## src/rtl/qmul_pkg.sv

```systemverilog
// Package: shared encodings for the fixed-point multiplier.
// Assumes: nothing beyond IEEE 1800-2017.
package qmul_pkg;
    typedef enum logic {MODE_INT = 1'b0, MODE_FRAC = 1'b1} mul_mode_e;
    typedef enum logic {NARROW_TRUNC = 1'b0, NARROW_HALF_UP = 1'b1} narrow_e;
endpackage

```

## src/rtl/qmul_pp_mult.sv

```systemverilog
// Module: signed array multiplier built from sign-extended partial products.
// Assumes: two's-complement operands; the weight of the multiplier's top bit is
// negative, so that row is subtracted. Purely combinational.
module qmul_pp_mult #(
    parameter int W = 8
) (
    input  logic signed [W-1:0]   a,
    input  logic signed [W-1:0]   b,
    output logic signed [2*W-1:0] p
);
    localparam int PW = 2 * W;

    logic signed [PW-1:0] a_ext;
    logic signed [PW-1:0] rows [W];

    assign a_ext = PW'(a);

    // One row per multiplier bit; the sign row carries negative weight.
    for (genvar i = 0; i < W; i++) begin : g_row
        if (i == W - 1) begin : g_sign
            assign rows[i] = b[i] ? -(a_ext <<< i) : '0;
        end else begin : g_mag
            assign rows[i] = b[i] ? (a_ext <<< i) : '0;
        end
    end

    // Sum of all rows, modulo 2^(2W).
    always_comb begin
        p = '0;
        for (int i = 0; i < W; i++) p = p + rows[i];
    end
endmodule

```

## src/rtl/qmul_frac_align.sv

```systemverilog
// Module: fractional alignment. Removes the duplicated sign bit with a left
// shift and clamps the single unrepresentable case.
// Assumes: the input is an exact W x W signed product; only (-2^(W-1))^2
// equals 2^(2W-2), so that value alone identifies the overflow.
module qmul_frac_align #(
    parameter int W = 8
) (
    input  qmul_pkg::mul_mode_e     mode,
    input  logic signed [2*W-1:0]   raw,
    output logic signed [2*W-1:0]   aligned,
    output logic                    ovf
);
    import qmul_pkg::*;
    localparam int PW = 2 * W;
    localparam logic [PW-1:0] MIN_SQ = {2'b01, {(PW-2){1'b0}}};
    localparam logic [PW-1:0] POS_MAX = {1'b0, {(PW-1){1'b1}}};

    // Choose pass-through, left shift, or clamp.
    always_comb begin
        ovf     = 1'b0;
        aligned = raw;
        if (mode == MODE_FRAC) begin
            if (raw == MIN_SQ) begin
                ovf     = 1'b1;
                aligned = POS_MAX;
            end else begin
                aligned = raw <<< 1;
            end
        end
    end
endmodule

```

## src/rtl/qmul_narrow.sv

```systemverilog
// Module: output narrowing. Arithmetic right shift by a run-time amount,
// optional round-half-up, then signed saturation to OW bits.
// Assumes: OW <= IW and OW < 32; shift amount below IW.
module qmul_narrow #(
    parameter int IW = 16,
    parameter int OW = 8,
    parameter int DW = 4
) (
    input  logic signed [IW-1:0] x,
    input  logic [DW-1:0]        shamt,
    input  qmul_pkg::narrow_e    rmode,
    output logic signed [OW-1:0] y,
    output logic                 sat
);
    import qmul_pkg::*;
    localparam int EW = IW + 1;
    localparam logic signed [EW-1:0] HI = EW'((64'sd1 <<< (OW - 1)) - 64'sd1);
    localparam logic signed [EW-1:0] LO = -HI - EW'(1);

    logic signed [EW-1:0] ext;
    logic signed [EW-1:0] shifted;
    logic signed [EW-1:0] half;
    logic signed [EW-1:0] rounded;

    assign ext = EW'(x);

    // Shift and add the rounding bit when requested.
    always_comb begin
        shifted = ext >>> shamt;
        half    = '0;
        if (rmode == NARROW_HALF_UP && shamt != '0)
            half = EW'((ext >>> (shamt - DW'(1))) & EW'(1));
        rounded = shifted + half;
    end

    // Clamp to the signed output range.
    always_comb begin
        sat = 1'b0;
        y   = OW'(rounded);
        if (rounded > HI) begin
            sat = 1'b1;
            y   = OW'(HI);
        end else if (rounded < LO) begin
            sat = 1'b1;
            y   = OW'(LO);
        end
    end
endmodule

```

## src/rtl/qmul_top.sv

```systemverilog
// Module: two-stage signed fixed-point multiplier with binary-point tracking.
// Stage 1 registers the raw product and controls; stage 2 registers the
// aligned product, its fraction count and the narrowed result.
// Assumes: a_frac and b_frac do not exceed W; synchronous active-low reset
// clears the valid pipe only.
module qmul_top #(
    parameter int W     = 8,
    parameter int OUT_W = 8,
    localparam int PW   = 2 * W,
    localparam int FW   = $clog2(W + 1),
    localparam int PFW  = $clog2(2 * W + 1),
    localparam int DW   = $clog2(2 * W)
) (
    input  logic                  clk,
    input  logic                  rst_n,
    input  logic                  in_valid,
    input  logic signed [W-1:0]   a,
    input  logic signed [W-1:0]   b,
    input  logic [FW-1:0]         a_frac,
    input  logic [FW-1:0]         b_frac,
    input  logic                  frac_mode,
    input  logic                  round_en,
    input  logic [DW-1:0]         drop,
    output logic                  out_valid,
    output logic signed [PW-1:0]  prod,
    output logic [PFW-1:0]        prod_frac,
    output logic signed [OUT_W-1:0] y,
    output logic                  ovf,
    output logic                  sat
);
    import qmul_pkg::*;
    localparam logic [PW-1:0] POS_MAX = {1'b0, {(PW-1){1'b1}}};

    logic signed [PW-1:0]    raw_c;
    logic                    s1_valid;
    logic signed [PW-1:0]    s1_raw;
    mul_mode_e               s1_mode;
    narrow_e                 s1_rnd;
    logic [DW-1:0]           s1_drop;
    logic [PFW-1:0]          s1_pfrac;
    logic signed [PW-1:0]    al_c;
    logic                    ovf_c;
    logic signed [OUT_W-1:0] y_c;
    logic                    sat_c;
    mul_mode_e               s2_mode;

    qmul_pp_mult #(.W(W)) u_mult (.a(a), .b(b), .p(raw_c));

    // Stage 1: capture raw product, controls and the product's point position.
    always_ff @(posedge clk) begin
        if (!rst_n) begin
            s1_valid <= 1'b0;
        end else begin
            s1_valid <= in_valid;
        end
        s1_raw   <= raw_c;
        s1_mode  <= frac_mode ? MODE_FRAC : MODE_INT;
        s1_rnd   <= round_en ? NARROW_HALF_UP : NARROW_TRUNC;
        s1_drop  <= drop;
        s1_pfrac <= frac_mode ? PFW'(PW - 1) : PFW'(a_frac) + PFW'(b_frac);
    end

    qmul_frac_align #(.W(W)) u_align (
        .mode(s1_mode), .raw(s1_raw), .aligned(al_c), .ovf(ovf_c)
    );

    qmul_narrow #(.IW(PW), .OW(OUT_W), .DW(DW)) u_narrow (
        .x(al_c), .shamt(s1_drop), .rmode(s1_rnd), .y(y_c), .sat(sat_c)
    );

    // Stage 2: register all results together with the valid bit.
    always_ff @(posedge clk) begin
        if (!rst_n) begin
            out_valid <= 1'b0;
        end else begin
            out_valid <= s1_valid;
        end
        prod      <= al_c;
        prod_frac <= s1_pfrac;
        y         <= y_c;
        ovf       <= ovf_c;
        sat       <= sat_c;
        s2_mode   <= s1_mode;
    end

    // output valid follows input valid two edges later.
    assert_valid_latency_R8: assert property (@(posedge clk) disable iff (!rst_n)
        out_valid |-> $past(in_valid, 2));

    // a clamp leaves the largest positive product.
    assert_ovf_value_R4: assert property (@(posedge clk) disable iff (!rst_n)
        (out_valid && ovf) |-> (prod == POS_MAX));

    // the clamp only occurs for a fractional request.
    assert_ovf_frac_only_R4: assert property (@(posedge clk) disable iff (!rst_n)
        (out_valid && ovf) |-> $past(frac_mode, 2));

    // an unclamped fractional product has a zero LSB.
    assert_frac_lsb_R3: assert property (@(posedge clk) disable iff (!rst_n)
        (out_valid && s2_mode == MODE_FRAC && !ovf) |-> (prod[0] == 1'b0));

    // a saturated result sits on one of the two rails.
    assert_sat_rail_R7: assert property (@(posedge clk) disable iff (!rst_n)
        (out_valid && sat) |-> (y == {1'b0, {(OUT_W-1){1'b1}}} || y == {1'b1, {(OUT_W-1){1'b0}}}));
endmodule

```

## config.mk

```make
export PLATFORM = sky130hd
export DESIGN_NAME = qmul_top
export DESIGN_NICKNAME = d
export VERILOG_FILES = /design/src/rtl/qmul_pkg.sv /design/src/rtl/qmul_pp_mult.sv /design/src/rtl/qmul_frac_align.sv /design/src/rtl/qmul_narrow.sv /design/src/rtl/qmul_top.sv
export SDC_FILE = /design/constraint.sdc
export NUM_CORES = 1
export LEC_CHECK = 0
export ABC_AREA = 1
export BUFFER_PORTS_ARGS = -buffer_cell sky130_fd_sc_hd__buf_2
export CORE_MARGIN = 4
export CORE_UTILIZATION = 59
export DETAILED_ROUTE_END_ITERATION = 10
export PLACE_DENSITY_LB_ADDON = 0.05
export SLEW_MARGIN = 20
export SYNTH_ARGS = -nofsm -noshare
export SYNTH_HDL_FRONTEND = slang
export SYNTH_SLANG_ARGS = --single-unit
```

## constraint.sdc

```tcl
create_clock -name clk -period 6 [get_ports clk]
set_input_delay 1.2 -clock clk [delete_from_list [all_inputs] [get_ports clk]]
set_output_delay 1.2 -clock clk [all_outputs]
set_load 0.05 [all_outputs]
```

==> results.txt, run 1 <==
The total iterations of the first detailed-routing run is 4. For the pin with the worst max-slew slack, the measured transition is 815 ps. The total grt overflow is 0. The average wire per cell in the routed design is 11.6 um.

The TritonCTS sink count is 60. The fraction of the cycle the final worst path needs is 89.8%. The tool flagged a number of max-cap violations equal to 0.

In this run the post-CTS setup repair buffer count came out at 0. The via-per-instance ratio came out at 4.90. In the layout the commonest cells are nand2_1 (220), inv_1 (167), nand3_1 (81). The detailed placement HPWL came out at 9850 um. The highest attainable clock frequency came out at 0.186 GHz. The worst hold-check path type is flip-flop to flip-flop. The antenna violation net count after detailed routing is 0. For this run, the number of Yosys warnings is 0. The number of remaining DRC errors came out at 0. The number of nets in the layout came out at 989. The number of rows in the core area came out at 36. Setup total negative slack on the finished layout was measured at 0 ps. The pin count of the biggest net entering global routing is 22. The worst setup path is captured at a flip-flop.

In this run the clock root is driven by a clkbuf_8. The critical-path maximum fanout came out at 10. The area of the core is 9770 um2. The synthesized cell area came out at 5920 um2. The net count of the mapped netlist is 941.

Relative to the synthesized area, the layout overhead comes to 8.78%. The largest voltage drop on the vdd net is 0.245 mV. The CTS tree is built. Data on the critical path arrives at its endpoint at 5660 ps. The height of the chip is 108 um. The worst setup path is of the input port to flip-flop kind.

In the synthesized netlist the dominant register cell turns out to be dfxtp_1. The number of cells produced by synthesis is 820. The proportion of synthesized flip-flops having asynchronous set or reset came out at 0%. Setup repair after global routing left no endpoint under its margin. The clock latency at the later pin of the worst-skew pair came out at 350 ps.

The final design utilization is 65.8%. At the worst endpoint, the required time is 6280 ps. The via count of the first global-routing pass is 4997. The die area came out at 11700 um2. The initial antenna violation count is 0. Counting the buffers created by CTS gives 9.

The first global-routing pass estimated 21000 um of wire. Fill cells in the final layout number 895. The detailed router placed 4932 vias in this run. The CTS clock-pin slew for the worst setup and hold paths is 70 ps. Counting flops with a built-in enable in the synthesized netlist gives 0.

The top-level port count is 65. The fraction of layout instances using a drive strength above 1 is 15.7%. The routed wire length came out at 11700 um.

The average size of a mapped cell is 7.21 um2. The starting density of the core came out at 60.5%. The areal power density over the cells came out at 384 nW/um2.

The number of distinct library cells after synthesis is 39. Counting I/O delays and the setup requirement, the final critical path takes 5390 ps. The library cell used most frequently in the layout, excluding fill and tap cells, is nand2_1.

The DRC violation total after the first TritonRoute iteration came out at 157. The worst setup path is launched from an input port. The count of antenna diodes in the layout is 0.

The post-synthesis sequential element count is 60. Buffers inserted to repair hold after CTS numbered 0. The share of the Yosys chip area taken by registers is 20.3%. The maximum root-to-sink buffer count came out at 2. The number of cells upsized or downsized after cts came out at 0. The total global-route track usage came out at 22.2%. The leakage power total is 3.73 nW. The die extent in x came out at 108 um. The number of max-slew violations in the final report is 0. The clock tree skew after final layout is 9.21 ps. The flow ran to the end, and the final reports show no timing, DRC or antenna violations.

The headroom to the max-slew limit is 45.6%. The total setup violations reported at the end of the flow is 0. The number of hold violations in the final report is 0. The congestion estimate from routability-driven global placement came to 0.895.

The count of H-tree levels built during CTS came out at 3. The number of port buffers is 64.
[report_power, final]
group          internal [mW]  total, mW  switching [mW]
clock                  0.193      0.347           0.155
combinational          0.528       1.54            1.01
sequential             0.536      0.584          0.0477
[final cells by class]
type | instances | area [um2] | area share (%)
timing repair buffer | 65 | 328 | 5.09
clock inverter | 5 | 62.6 | 0.972
tap | 133 | 166 | 2.59
inverter | 177 | 664 | 10.3
clock buffer | 11 | 131 | 2.04
sequential | 60 | 1200 | 18.7
multi-input combinational | 555 | 3880 | 60.3
[through the flow]
step	std cells	power, mW	hold WS (ps)	setup WS, ps	instance area (um2)
final	1006	2.47	329	612	6430
after global routing	1006	2.73	336	329	6430
after CTS	1006	2.50	330	580	6430
after detailed placement	990	2.15	313	211	6240
after global placement	990	2.10	310	397	6240
after floorplan	820	1.86	310	433	5920
[kinds of logic (layout without fill, tap and decap cells)]
group	after synthesis	after routing	share of synthesized area, %
compound gates	39	39	3.72
xor+xnor	24	24	3.55
fa+ha+maj	88	88	26.0
buf+inv	205	258	14.1
flops	60	60	20.3
simple gates	404	404	32.4
[worst paths after layout]
kind | startpoint | to | slack [ps] | cells after the start
worst max register to register | s1_drop[0]$_DFF_P_ | y[1]$_SDFF_PN1_ | 1630 | 19
worst min register to register | s1_pfrac[0]$_SDFF_PP1_ | prod_frac[0]$_DFF_P_ | 330 | 0
worst min-delay path | s1_pfrac[0]$_SDFF_PP1_ | prod_frac[0]$_DFF_P_ | 330 | 0
worst max-delay path | a[0] | s1_raw[15]$_DFF_P_ | 610 | 23
[sequential cells by signal (all words and copies together), names as in the netlist]
signal and count:
s1_valid 1, s1_raw 16, s1_mode 1, prod_frac 5, y 8, out_valid 1, s1_pfrac 5, s1_drop 4
sat 1, ovf 1, prod 16, s1_rnd 1
[worst max-delay path, cell delays in order]
cell and delay (ps):
buf_2 180, inv_1 70, ha_1 280, nand2_1 70, inv_1 50, fa_1 520, inv_1 50, fa_1 520
inv_1 50, fa_1 490, fa_1 490, ha_1 360, a21oi_1 180, nand2_1 100, a21o_1 170, a21oi_1 200
nor2_1 60, nor2_1 80, o21bai_1 100, nand2_1 70, nand2_1 40, a21oi_1 180, xnor2_1 140
[cell usage after synthesis (3+ instances only)]
library cell | n | area [um2]
xnor2_1 | 8 | 70.1
nand4_1 | 3 | 18.8
ha_1 | 30 | 375
o21ai_0 | 11 | 55.1
nand2_4 | 5 | 56.3
inv_2 | 6 | 22.5
nand3_1 | 81 | 405
nand3b_1 | 4 | 30.0
fa_1 | 58 | 1160
buf_6 | 4 | 45.0
nand3_2 | 15 | 150
clkinv_1 | 4 | 15.0
nand2_1 | 220 | 826
a31oi_1 | 3 | 18.8
a21o_1 | 3 | 22.5
nand2_2 | 18 | 113
clkbuf_1 | 15 | 56.3
xor2_1 | 16 | 140
nor2_2 | 8 | 50.1
dfxtp_1 | 60 | 1200
nor2_1 | 40 | 150
inv_1 | 167 | 627
a21oi_1 | 16 | 80.1
buf_2 | 3 | 15.0
buf_4 | 4 | 30.0
[metal layers]
metal	GRT usage, %	vias to the layer above	routed length, um
met5	0	-	0
met1	26.2	2229	4900
met2	40.9	125	5940
li1	-	2556	-
met4	9.83	0	287
met3	2.03	22	561
Power figures use the tool's default switching activity.
==> run 2: changes to the inputs <==
--- a/config.mk
+++ b/config.mk
@@ -6,7 +6,7 @@
 export NUM_CORES = 1
 export LEC_CHECK = 0
 export ABC_AREA = 1
-export BUFFER_PORTS_ARGS = -buffer_cell sky130_fd_sc_hd__buf_2
+export BUFFER_PORTS_ARGS = -buffer_cell sky130_fd_sc_hd__buf_4
 export CORE_MARGIN = 4
 export CORE_UTILIZATION = 59
 export DETAILED_ROUTE_END_ITERATION = 10
==> results.txt, run 2 (same netlist as run 1, synthesis figures left out) <==
The number of port buffers came out at 64 (unchanged). The antenna violation net count after detailed routing was 0 (unchanged). The leading cell type in the layout, fill and taps excluded was nand2_1 (unchanged). The critical-path maximum fanout came out at 10 (unchanged). The pin count of the biggest net entering global routing is 22 (unchanged). The areal power density over the cells is 382 nW/um2 (was 384 nW/um2). The via-per-instance ratio is 4.98 (was 4.90).

Registers with the most flip-flops: prod: 16 flops, s1_raw: 16 flops, y: 8 flops (unchanged). The number of nets in the layout is 988 (was 989). The final design utilization is 67.4% (was 65.8%). The total iterations of the first detailed-routing run came out at 5 (was 4). The average wire per cell in the routed design came out at 11.7 um (was 11.6 um). The first-pass GRT wire length is 21000 um (about the same).

The total setup violations reported at the end of the flow was 0 (unchanged). The area of the core came out at 9770 um2 (unchanged). The die extent in x came out at 108 um (unchanged). The category of the worst setup path capture point is a flip-flop (unchanged). The CTS clock-pin slew for the worst setup and hold paths came out at 70 ps (about the same). The number of maximum-capacitance violations was 0 (unchanged). The critical setup path kind is input port to flip-flop (unchanged). The worst hold-check path type was flip-flop to flip-flop (unchanged). The fraction of layout instances using a drive strength above 1 is 15.6% (was 15.7%).

The count of hold-fix buffers inserted at cts came to 0 (unchanged). The number of cells upsized or downsized after cts came out at 0 (unchanged). Run status: completed (unchanged).

The number of remaining DRC errors is 0 (unchanged). The number of hold violations in the final report came out at 0 (unchanged). The highest attainable clock frequency came to 0.189 GHz (was 0.186 GHz).

The CTS tree is built (unchanged). The count of H-tree levels built during CTS is 3 (unchanged). The TritonCTS sink count is 60 (unchanged). The actual slew at the worst max-slew pin came out at 831 ps (was 815 ps). The DRC violation total after the first TritonRoute iteration is 219 (was 157).

The area growth from synthesis to final layout is 11.4% (was 8.78%). The routability-driven placement congestion ratio is 0.929 (was 0.895). The multi-input combinational cell area is 3880 um2 (unchanged).

The count of filler cells inserted in the layout was 868 (was 895). The clock tree skew after final layout is 16.5 ps (was 9.21 ps). The register cell area after layout came to 1200 um2 (unchanged). The clock latency at the later pin of the worst-skew pair came out at 350 ps (about the same).

The total grt overflow is 0 (unchanged). The number of buffers inserted during clock tree synthesis is 9 (unchanged). The sort of element at the start of the critical path is an input port (unchanged). The number of max-slew violations in the final report came out at 0 (unchanged). The maximum root-to-sink buffer count is 2 (unchanged). The die area came out at 11700 um2 (unchanged).

The minimum clock period is 5290 ps (was 5390 ps). The library cell used as clock root buffer was clkbuf_8 (unchanged). The fraction of the cycle the final worst path needs came out at 88.2% (was 89.8%). The cell count of the worst hold path came out at 0 (unchanged). The detailed placement HPWL came out at 9810 um (was 9850 um).

The post-CTS setup buffer count was 0 (unchanged). The count of antenna diodes in the layout was 0 (unchanged). The largest voltage drop on the vdd net came out at 0.231 mV (was 0.245 mV).

The height of the chip came out at 108 um (unchanged). The initial antenna violation count was 0 (unchanged). The via count came to 5006 (was 4932). The via count of the first global-routing pass came out at 4984 (was 4997). The leakage power total is 3.78 nW (was 3.73 nW). The total global-route track usage is 22.1% (was 22.2%). The number of cell instances on the worst register-to-register path came to 19 (unchanged). The top-level port count is 65 (unchanged). The signal arrival time at the worst endpoint is 5560 ps (was 5660 ps). The starting density of the core came out at 60.5% (unchanged). The routed wire length is 11700 um (about the same).

Most frequent cells in the layout: nand2_1 (220), inv_1 (167), nand3_1 (81) (unchanged). The required time of the worst setup path is 6270 ps (was 6280 ps). Setup repair after global routing missed its margin: false (unchanged).

The number of rows in the core area was 36 (unchanged). The setup TNS after final layout came out at 0 ps (unchanged). The headroom to the max-slew limit came out at 44.6% (was 45.6%).
[run 2: cell types whose count changed in the layout (fill, tap and decap cells not counted), sizes merged]
cell | previous run | this run
buf | 65 | 64
[run 2: metrics by stage]
stage | hold slack, ps | worst slack [ps] | std cells | cell area, um2 | total power, mW
global placement | 311 | 455 | 989 | 6390 | 2.15
finish | 328 | 706 | 1005 | 6590 | 2.52
global route | 330 | 322 | 1005 | 6590 | 2.78
floorplan | 310 | 433 | 820 | 5920 | 1.86
detailed placement | 312 | 338 | 989 | 6390 | 2.19
CTS | 328 | 691 | 1005 | 6590 | 2.54
[run 2: routing by layer]
metal | vias up | part of all wire (%) | track usage [%]
met4 | 0 | 2.7 | 8.75
li1 | 2547 | - | -
met1 | 2288 | 41 | 25.1
met2 | 141 | 52 | 41.3
met3 | 30 | 5.1 | 3.28
met5 | - | 0 | 0
[run 2: worst max-delay path: stages]
cell	delay [ps]
buf_4	140
inv_1	50
ha_1	280
nand2_1	70
inv_1	60
fa_1	520
inv_1	50
fa_1	520
inv_1	50
fa_1	500
fa_1	490
ha_1	360
a21oi_1	160
nand2_1	90
a21o_1	160
a21oi_1	180
nor2_1	60
nor2_1	90
o21bai_1	90
nand2_1	80
nand2_1	60
a21oi_1	160
xnor2_1	130
[run 2: layout make-up]
class | instances | area share (%)
clock buffer | 11 | 1.99
clock inverter | 5 | 0.950
inverter | 177 | 10.1
multi-input combinational | 555 | 58.9
sequential | 60 | 18.2
tap | 133 | 2.53
timing repair buffer | 64 | 7.29
[run 2: worst paths after layout]
path / startpoint / to / slack [ps]
setup / recovery: a[0] / s1_raw[15]$_DFF_P_ / 710
hold / removal: s1_pfrac[1]$_SDFF_PP1_ / prod_frac[1]$_DFF_P_ / 330
setup reg to reg: s1_drop[0]$_DFF_P_ / y[3]$_SDFF_PN1_ / 1490
hold reg to reg: s1_pfrac[1]$_SDFF_PP1_ / prod_frac[1]$_DFF_P_ / 330
[run 2: report_power, final]
| group | total, mW | switching (mW) | internal [mW] | leakage, nW |
|---|---|---|---|---|
| registers | 0.586 | 0.0496 | 0.537 | 0.504 |
| logic | 1.58 | 1.01 | 0.574 | 3.19 |
| clock network | 0.347 | 0.154 | 0.193 | 0.0897 |
| total | 2.52 | 1.21 | 1.30 | 3.78 |
==> run 3: changes to the inputs <==
--- a/config.mk
+++ b/config.mk
@@ -11,6 +11,7 @@
 export CORE_UTILIZATION = 59
 export DETAILED_ROUTE_END_ITERATION = 10
 export PLACE_DENSITY_LB_ADDON = 0.05
+export REMOVE_ABC_BUFFERS = 1
 export SLEW_MARGIN = 20
 export SYNTH_ARGS = -nofsm -noshare
 export SYNTH_HDL_FRONTEND = slang
==> results.txt, run 3 (same netlist as run 1, synthesis figures left out) <==
The CTS tree is built (unchanged). The required time of the worst setup path is 6270 ps (about the same). The fraction of the cycle the final worst path needs came out at 88.2% (about the same).

The via count of the first global-routing pass is 4981 (was 4984). The fraction of layout instances using a drive strength above 1 came out at 15.6% (about the same). Registers with the most flip-flops: prod: 16 flops, s1_raw: 16 flops, y: 8 flops (unchanged). The clock latency at the later pin of the worst-skew pair is 340 ps (was 350 ps).

The count of hold-fix buffers inserted at cts was 0 (unchanged). The first-pass GRT wire length is 21400 um (was 21000 um). The total instance count after detailed placement came out at 989 (unchanged). The CTS clock-pin slew for the worst setup and hold paths came to 60 ps (was 70 ps). The DRC violation total after the first TritonRoute iteration came out at 182 (was 219). The critical setup path kind is input port to flip-flop (unchanged). The capture instance of the worst register-to-register path is y[6]$_SDFF_PN1_ (was y[3]$_SDFF_PN1_). The largest voltage drop on the vdd net came out at 0.198 mV (was 0.231 mV). The post-route non-filler standard cell count came out at 1004 (was 1005). The number of remaining DRC errors is 0 (unchanged). The routability-driven placement congestion ratio came to 0.901 (was 0.929). The critical hold path startpoint is s1_pfrac[4]$_SDFF_PP0_ (was s1_pfrac[1]$_SDFF_PP1_).

Setup repair after global routing missed its margin: false (unchanged). The TritonCTS sink count is 60 (unchanged). The die extent in x was 108 um (unchanged). The maximum root-to-sink buffer count came out at 2 (unchanged). The clock tree skew after final layout is 7.00 ps (was 16.5 ps). The antenna violation net count after detailed routing is 0 (unchanged).

The areal power density over the cells is 390 nW/um2 (was 382 nW/um2). The register cell area after layout came out at 1200 um2 (unchanged). The total global-route track usage came out at 22.9% (was 22.1%). The multi-input combinational cell area is 3880 um2 (unchanged). The cell count of the worst hold path is 0 (unchanged).

The post-CTS setup buffer count came out at 0 (unchanged). The starting density of the core is 60.5% (unchanged). The number of cell instances on the worst register-to-register path came out at 19 (unchanged).

The sort of element at the start of the critical path is an input port (unchanged). The library cell used as clock root buffer was clkbuf_8 (unchanged). The worst-case hold slack is 325 ps (was 328 ps). The leading cell type in the layout, fill and taps excluded is nand2_1 (unchanged).

The count of antenna diodes in the layout was 0 (unchanged). The total grt overflow was 0 (unchanged). The number of maximum-capacitance violations is 0 (unchanged). The total iterations of the first detailed-routing run is 4 (was 5). The number of max-slew violations in the final report came out at 0 (unchanged). The area growth from synthesis to final layout is 11.5% (was 11.4%). The detailed placement HPWL came to 10600 um (was 9810 um).

Run status: completed (unchanged). The number of port buffers came out at 64 (unchanged). The number of hold violations in the final report came out at 0 (unchanged). The number of nets in the layout came out at 988 (unchanged). The category of the worst setup path capture point is a flip-flop (unchanged).

The routed wire length is 12600 um (was 11700 um). The top-level port count came out at 65 (unchanged). The initial antenna violation count came out at 0 (unchanged).

The total setup violations reported at the end of the flow came to 0 (unchanged). The worst-case register-to-register setup slack is 1550 ps (was 1490 ps). The pin count of the biggest net entering global routing is 22 (unchanged). The area of the core was 9770 um2 (unchanged). The average wire per cell in the routed design came out at 12.5 um (was 11.7 um). The signal arrival time at the worst endpoint came out at 5560 ps (about the same). The number of buffers inserted during clock tree synthesis came to 9 (unchanged). The worst hold-check path type is flip-flop to flip-flop (unchanged). The die area is 11700 um2 (unchanged). The setup TNS after final layout is 0 ps (unchanged). The number of cells upsized or downsized after cts is 0 (unchanged).

The count of filler cells inserted in the layout came out at 867 (was 868). The end of the worst hold path was prod_frac[4]$_DFF_P_ (was prod_frac[1]$_DFF_P_). The highest attainable clock frequency is 0.189 GHz (about the same). The critical-path maximum fanout came out at 10 (unchanged). The headroom to the max-slew limit came out at 43.7% (was 44.6%).

The count of H-tree levels built during CTS came out at 3 (unchanged). The reg-to-reg critical path startpoint is s1_drop[1]$_DFF_P_ (was s1_drop[0]$_DFF_P_). The leakage power total is 3.79 nW (was 3.78 nW). The via count came out at 5107 (was 5006). The minimum clock period came to 5290 ps (about the same). The via-per-instance ratio came out at 5.09 (was 4.98).

Most frequent cells in the layout: nand2_1 (220), inv_1 (167), nand3_1 (81) (unchanged). The height of the chip came out at 108 um (unchanged). The actual slew at the worst max-slew pin is 843 ps (was 831 ps). The number of rows in the core area came out at 36 (unchanged).
[run 3: cell count changes in the layout (fill, tap and decap cells not counted)]
cell        delta
clkinv_4       -2
clkinv_2       +2
clkinvlp_4     -1
clkbuf_1       -1
bufinv_16      +1
[run 3: worst max path at each step]
stage / startpoint / cells after the start / endpoint / slack, ps
final: a[0] / 23 / s1_raw[15]$_DFF_P_ / 710
after global routing: a[0] / 21 / s1_raw[14]$_DFF_P_ / 490
after CTS: a[0] / 23 / s1_raw[15]$_DFF_P_ / 720
after detailed placement: a[0] / 23 / s1_raw[15]$_DFF_P_ / 360
after global placement: a[0] / 23 / s1_raw[15]$_DFF_P_ / 440
after floorplan: a[0] / 22 / s1_raw[15]$_DFF_P_ / 740
[run 3: metal layers]
metal,global-route usage (%),up-vias,share of wire (%)
li1,-,2553,-
met1,25.2,2402,40
met2,43.0,118,53
met3,3.52,34,4.3
met4,10.3,0,3.1
met5,0,-,0
[run 3: critical path: stages]
cell and delay (ps):
buf_4 140, inv_1 50, ha_1 280, nand2_1 60, inv_1 50, fa_1 530, inv_1 60, fa_1 530
inv_1 60, fa_1 500, fa_1 490, ha_1 360, a21oi_1 160, nand2_1 90, a21o_1 170, a21oi_1 190
nor2_1 60, nor2_1 80, o21bai_1 100, nand2_1 70, nand2_1 40, a21oi_1 140, xnor2_1 130
[run 3: cell type report]
type                       count  area share, %
sequential                    60           18.2
inverter                     177           10.1
clock buffer                  10           1.93
clock inverter                 5           1.18
tap                          133           2.52
multi-input combinational    555           58.8
timing repair buffer          64           7.28
[run 3: stage by stage]
| stage | utilization (%) | area, um2 | setup WS [ps] | power [mW] |
|---|---|---|---|---|
| after floorplan | - | 5750 | 738 | 1.84 |
| after CTS | 67.5 | 6600 | 718 | 2.60 |
| after global placement | 65.4 | 6390 | 445 | 2.16 |
| after detailed placement | 65.4 | 6390 | 357 | 2.22 |
| final | 67.5 | 6600 | 710 | 2.58 |
| after global routing | 67.5 | 6600 | 487 | 2.83 |
[run 3: where the power goes]
part	total (mW)	internal, mW	switching [mW]
clock	0.374	0.230	0.144
combinational	1.61	0.579	1.03
sequential	0.589	0.537	0.0519
total	2.58	1.35	1.23
